`src/rtl/pwrseq_pkg.sv`:
```
// Package: shared state type and output decode for the power-up sequencer.
// Assumes a single clock domain with all inputs already synchronized.
package pwrseq_pkg;

    typedef enum logic [2:0] {
        PS_OFF    = 3'd0,
        PS_WAIT   = 3'd1,
        PS_SETTLE = 3'd2,
        PS_SAMPLE = 3'd3,
        PS_RAMP   = 3'd4,
        PS_RUN    = 3'd5
    } pseq_state_t;

    typedef struct packed {
        logic lsd_off;
        logic sense_en;
        logic running;
    } pseq_level_t;

    // Level outputs as a pure function of the phase.
    function automatic pseq_level_t level_of(pseq_state_t s);
        pseq_level_t l;
        l.lsd_off  = (s == PS_OFF) || (s == PS_WAIT) ||
                     (s == PS_SETTLE) || (s == PS_SAMPLE);
        l.sense_en = (s == PS_SETTLE) || (s == PS_SAMPLE);
        l.running  = (s == PS_RUN);
        return l;
    endfunction

endpackage

```
`src/rtl/pwrseq_tick.sv`:
```
// Prescaler: while run is high it emits a one-cycle tick every TICK_DIV
// clocks, the first tick in the TICK_DIV-th cycle of run. While run is low
// it is held cleared, so every run interval starts from a known phase.
module pwrseq_tick #(
    parameter int TICK_DIV = 250
) (
    input  logic clk,
    input  logic rst_n,
    input  logic run,
    output logic tick
);
    localparam int PW = (TICK_DIV > 1) ? $clog2(TICK_DIV) : 1;

    generate
        if (TICK_DIV <= 1) begin : g_direct
            // Every clock of run is a tick; no counter is needed.
            assign tick = run;
        end else begin : g_count
            localparam logic [PW-1:0] PRE_LAST = PW'(TICK_DIV - 1);
            logic [PW-1:0] pre_q;

            // Count clocks within one tick period; clear outside run.
            always_ff @(posedge clk) begin
                if (!rst_n || !run) begin
                    pre_q <= '0;
                end else if (pre_q == PRE_LAST) begin
                    pre_q <= '0;
                end else begin
                    pre_q <= pre_q + 1'b1;
                end
            end

            assign tick = run && (pre_q == PRE_LAST);
        end
    endgenerate

endmodule

```
`src/rtl/pwrseq_delay.sv`:
```
// Settling counter: counts ticks while run is high and raises expired in the
// cycle holding the DELAY_TICKS-th tick. It assumes ticks only come while run
// is high, and it clears whenever run is low.
module pwrseq_delay #(
    parameter int DELAY_TICKS = 6800
) (
    input  logic clk,
    input  logic rst_n,
    input  logic run,
    input  logic tick,
    output logic expired
);
    localparam int CW = (DELAY_TICKS > 1) ? $clog2(DELAY_TICKS) : 1;
    localparam logic [CW-1:0] CNT_LAST = CW'(DELAY_TICKS - 1);

    logic [CW-1:0] cnt_q;

    // Accumulate ticks seen during the current settling interval.
    always_ff @(posedge clk) begin
        if (!rst_n || !run) begin
            cnt_q <= '0;
        end else if (tick && cnt_q != CNT_LAST) begin
            cnt_q <= cnt_q + 1'b1;
        end
    end

    assign expired = tick && (cnt_q == CNT_LAST);

endmodule

```
`src/rtl/pwrseq_fsm.sv`:
```
// Phase machine: orders off, wait-for-enable, settle, sample, ramp and run.
// A low bias_ok beats every other condition. A low en_trip beats every
// done input. The strobes are registered and high in the first cycle of
// their phase.
module pwrseq_fsm
    import pwrseq_pkg::*;
(
    input  logic        clk,
    input  logic        rst_n,
    input  logic        bias_ok,
    input  logic        en_trip,
    input  logic        delay_done,
    input  logic        ocs_done,
    input  logic        ss_done,
    output pseq_state_t state,
    output logic        ocs_start,
    output logic        ss_start
);
    pseq_state_t state_q, state_d;
    logic        ocs_q, ss_q;

    // Next-phase selection with bias, then enable, taking priority.
    always_comb begin
        state_d = state_q;
        if (!bias_ok) begin
            state_d = PS_OFF;
        end else begin
            unique case (state_q)
                PS_OFF:    state_d = en_trip ? PS_SETTLE : PS_WAIT;
                PS_WAIT:   if (en_trip) state_d = PS_SETTLE;
                PS_SETTLE: if (!en_trip) state_d = PS_WAIT;
                           else if (delay_done) state_d = PS_SAMPLE;
                PS_SAMPLE: if (!en_trip) state_d = PS_WAIT;
                           else if (ocs_done) state_d = PS_RAMP;
                PS_RAMP:   if (!en_trip) state_d = PS_WAIT;
                           else if (ss_done) state_d = PS_RUN;
                PS_RUN:    if (!en_trip) state_d = PS_WAIT;
                default:   state_d = PS_OFF;
            endcase
        end
    end

    // Phase register and entry strobes.
    always_ff @(posedge clk) begin
        if (!rst_n) begin
            state_q <= PS_OFF;
            ocs_q   <= 1'b0;
            ss_q    <= 1'b0;
        end else begin
            state_q <= state_d;
            ocs_q   <= (state_d == PS_SAMPLE) && (state_q != PS_SAMPLE);
            ss_q    <= (state_d == PS_RAMP) && (state_q != PS_RAMP);
        end
    end

    assign state     = state_q;
    assign ocs_start = ocs_q;
    assign ss_start  = ss_q;

endmodule

```
`src/rtl/pwrseq_ctrl.sv`:
```
// Top: power-up sequencer for a switching regulator controller. It ties the
// prescaler and the settling counter, both running only in the settle phase,
// to the phase machine, and decodes the level outputs from the phase. The
// inputs are assumed synchronized to clk.
module pwrseq_ctrl
    import pwrseq_pkg::*;
#(
    parameter int TICK_DIV    = 250,
    parameter int DELAY_TICKS = 6800
) (
    input  logic clk,
    input  logic rst_n,
    input  logic bias_ok,
    input  logic en_trip,
    input  logic ocs_done,
    input  logic ss_done,
    output logic lsd_off,
    output logic sense_en,
    output logic ocs_start,
    output logic ss_start,
    output logic running
);
    pseq_state_t state;
    pseq_level_t lvl;
    logic        settling;
    logic        tick;
    logic        delay_done;

    assign settling = (state == PS_SETTLE);

    pwrseq_tick #(.TICK_DIV(TICK_DIV)) u_tick (
        .clk   (clk),
        .rst_n (rst_n),
        .run   (settling),
        .tick  (tick)
    );

    pwrseq_delay #(.DELAY_TICKS(DELAY_TICKS)) u_delay (
        .clk     (clk),
        .rst_n   (rst_n),
        .run     (settling),
        .tick    (tick),
        .expired (delay_done)
    );

    pwrseq_fsm u_fsm (
        .clk        (clk),
        .rst_n      (rst_n),
        .bias_ok    (bias_ok),
        .en_trip    (en_trip),
        .delay_done (delay_done),
        .ocs_done   (ocs_done),
        .ss_done    (ss_done),
        .state      (state),
        .ocs_start  (ocs_start),
        .ss_start   (ss_start)
    );

    // Level outputs follow the phase register.
    always_comb begin
        lvl = level_of(state);
    end

    assign lsd_off  = lvl.lsd_off;
    assign sense_en = lvl.sense_en;
    assign running  = lvl.running;

endmodule

```
`config.mk`:
```
export PLATFORM = sky130hd
export DESIGN_NAME = pwrseq_ctrl
export DESIGN_NICKNAME = d
export VERILOG_FILES = /design/src/rtl/pwrseq_pkg.sv /design/src/rtl/pwrseq_tick.sv /design/src/rtl/pwrseq_delay.sv /design/src/rtl/pwrseq_fsm.sv /design/src/rtl/pwrseq_ctrl.sv
export SDC_FILE = /design/constraint.sdc
export NUM_CORES = 1
export LEC_CHECK = 0
export BUFFER_PORTS_ARGS = -buffer_cell sky130_fd_sc_hd__buf_2
export CORE_UTILIZATION = 25
export DETAILED_ROUTE_END_ITERATION = 10
export SLEW_MARGIN = 10
export SYNTH_ARGS = -nofsm -noshare
export SYNTH_HDL_FRONTEND = slang
export SYNTH_SLANG_ARGS = --single-unit
```
`constraint.sdc`:
```
create_clock -name clk -period 1.9 [get_ports clk]
set_input_delay 0.095 -clock clk [delete_from_list [all_inputs] [get_ports clk]]
set_output_delay 0.095 -clock clk [all_outputs]
set_load 0.005 [all_outputs]
```
==> key figures <==
CTS
  – Clock buffer depth: 2
  – TritonCTS Buffers: 3
  – Post-CTS Hold Buffers: 0
  – Worst skew pair latency: 0.28 ns
  – CTS Sinks: 26
  – CTS tree: built
  – Clock transition at the registers of the reported paths: 0.10 ns
  – H-Tree Depth: 1
  – CTS Root Buffer Type: clkbuf_8

Timing
  – Setup-failing EPs final: 4
  – RSZ-0062 raised after global routing: true
  – Tmin final: 1.93 ns
  – Fmax: 0.517 GHz
  – Actual slew at the worst max-slew pin: 0.587 ns
  – Layout Skew: 0.00298 ns
  – Min Hold Slack: 0.0744 ns
  – Final worst slack: -0.0326 ns
  – Final Hold Viols: 0
  – Final count of pins violating max slew: 0
  – Slew margin rel.: 0.607
  – Final period utilization: 1.02

Global routing
  – Initial antenna violation count: 0
  – Vias in the first global route: 1,062
  – Total GRT Usage: 0.116
  – Overflow after GRT: 0
  – Pin count of the biggest net entering global routing: 16
  – Global-route wire length before repair: 4710 um

Synthesis
  – #FFs+latches synth: 26
  – Main synth FF type: dfxtp_1
  – Most frequent cells after synthesis: dfxtp_1, nor2_1, a21oi_1
  – FFs w/ async S/R, synth: 0
  – Synth area leader: dfxtp_1
  – Dominant cell by count in the synthesized netlist: dfxtp_1
  – Synthesized Nets: 151
  – Area contributors post-synth: dfxtp_1, or4_1, o31ai_1
  – Sequential-to-total area share from yosys stat: 0.424
  – Synth warn: 0
  – Post-synth EDFFs: 0
  – Post-Syn Area: 1230 um^2
  – Avg Inst Size Synth: 8.64 um^2
  – Post-synthesis cell count: 142
  – Share of the synthesized area in the top cell type: 0.424
  – Post-synth cell types: 33

Route
  – Initial DRC count: 105
  – Residual DRC count: 0
  – Number of detailed-route iterations in the first pass: 4
  – Via count: 1,141
  – Routed WL: 2780 um
  – Via/cell ratio: 4.83
  – Routed length per placed instance: 11.8 um
  – Remaining antenna violation count: 0

Die
  – Die Ht: 72.0 um
  – Full die area: 5190 um^2
  – Chip Width: 72.0 um
  – Core area: 4720 um^2
  – Rows: 25
  – Initial core utilization: 0.260
  – IO Count: 11

Critical path
  – WP depth: 5
  – Worst Path Buf+Inv: 1
  – Cell family with most CP delay: simple AND/OR/NAND/NOR gates
  – CP peak stage delay: 0.41 ns
  – CP cell instances: or3b_4, or3_4, clkbuf_4, or4_1, a21oi_1
  – Crit-path max FO: 10
  – Critical Path Start Type: flip-flop
  – Crit end category: flip-flop
  – CP max-delay cell: or4_1
  – Data arrival, critical path: 2.13 ns
  – Critical path data required time: 2.10 ns
  – Crit Path Class: reg2reg
  – Worst Reg-to-Reg Cells: 5

Power
  – Leak Pwr: 0.000523 uW
  – P per Cell Area: 652 nW/um^2
  – Tot Pwr: 1060 uW
  – Worst vdd ir: 0.000424 V

Run
  – Max-cap violation count: 0

Placement
  – Gpl congestion: 0.729
  – Dpl cells: 230
  – Cell Area, Placed: 1460 um^2
  – Final HPWL DP: 1830 um
  – Port bufs: 10

Final layout
  – Final layout net count: 179
  – Util after Layout: 0.343
  – Layout cell share with drive strength beyond 1: 0.314
  – Area Growth Syn to Fin: 32.2%
  – ANT cells: 0
  – Fin area: 1620 um^2
  – Cell Count, Final, Fillers Out: 236

Outcome
  – Outcome: complete, but fails checks
  – Failing checks: negative setup slack

Min path
  – Worst hold path type: in2reg
  – Min-Delay Path Depth: 2
==> cell families after synthesis <==
group,synth area share
AOI/OAI and AO/OA,0.162
xor gates and xnor gates,0.0429
adders and majority gates,0.0306
buffers and inverters,0.0469
DFF,0.424
muxes,0.00816
and+or+nand+nor,0.285
==> worst register-to-register path, cell delays in order, from the launching register on <==
cell and delay, ns:
dfxtp_2 0.33, or3b_4 0.39, or3_4 0.37, clkbuf_4 0.20
or4_1 0.41, a21oi_1 0.15
==> power breakdown <==
part / switching (uW) / total, uW / leakage (uW) / internal (uW)
sequential: 1.26 / 549 / 0.000211 / 548
clock: 191 / 473 / 0.0000357 / 282
combinational: 18.9 / 35.0 / 0.000277 / 16.1
total: 211 / 1060 / 0.000523 / 846
==> what timing repair did <==
action,4_1_cts,5_1_grt
buffers inserted,0,0
cloned,2,0
gates resized for setup,3,18
pin swaps,6,12
endpoints found under the setup margin,10,13
==> stage by stage <==
stage / setup WS (ns) / TNS [ns]
after floorplan: -0.0365 / -0.185
after global placement: -0.0124 / -0.0158
after detailed placement: -0.0636 / -0.366
after CTS: -0.0412 / -0.221
after global routing: -0.100 / -0.506
final: -0.0326 / -0.0887
==> state kept, by name (all words and copies together) (netlist names) <==
| name | flops |
|---|---|
| u_delay.cnt_q | 13 |
| u_tick.g_count.pre_q | 8 |
| u_fsm.state | 3 |
| u_fsm.ss_start | 1 |
| u_fsm.ocs_start | 1 |
==> cell type report <==
class,count,area [um^2]
clock inverter,1,30.0
timing repair buffer,29,204
clock buffer,3,41.3
multi-input combinational,103,713
inverter,7,26.3
tap,67,83.8
fill,505,3100
sequential,26,523
==> final timing paths <==
kind                                       start  slack [ns]                        endpoint
setup / recovery       u_fsm.state[0]$_SDFF_PN0_       -0.03   u_delay.cnt_q[5]$_SDFFE_PP0P_
hold / removal                          ocs_done        0.07       u_fsm.state[1]$_SDFF_PN0_
setup reg to reg       u_fsm.state[0]$_SDFF_PN0_       -0.03   u_delay.cnt_q[5]$_SDFFE_PP0P_
hold reg to reg   u_delay.cnt_q[12]$_SDFFE_PP0P_        0.50  u_delay.cnt_q[12]$_SDFFE_PP0P_
==> cell usage in the layout, fill, tap and decap left out, types with 4 or more instances in the layout <==
cell type,netlist,final
nand3_1,9,9
o31ai_1,10,7
a21oi_1,13,10
nand2_1,6,6
dfxtp_1,26,24
nor2_1,15,15
or4_1,11,6
inv_1,7,7
buf_4,0,15
buf_2,1,10
or4_4,0,5
nand4_1,4,4
==> layer usage <==
metal,vias up,track usage,share of wire
met3,2,0.0347,0.042
met2,19,0.182,0.46
met4,0,0.0436,0.012
met5,-,0,0
met1,537,0.150,0.48
li1,583,-,-
(Power assumes the default switching activity.)
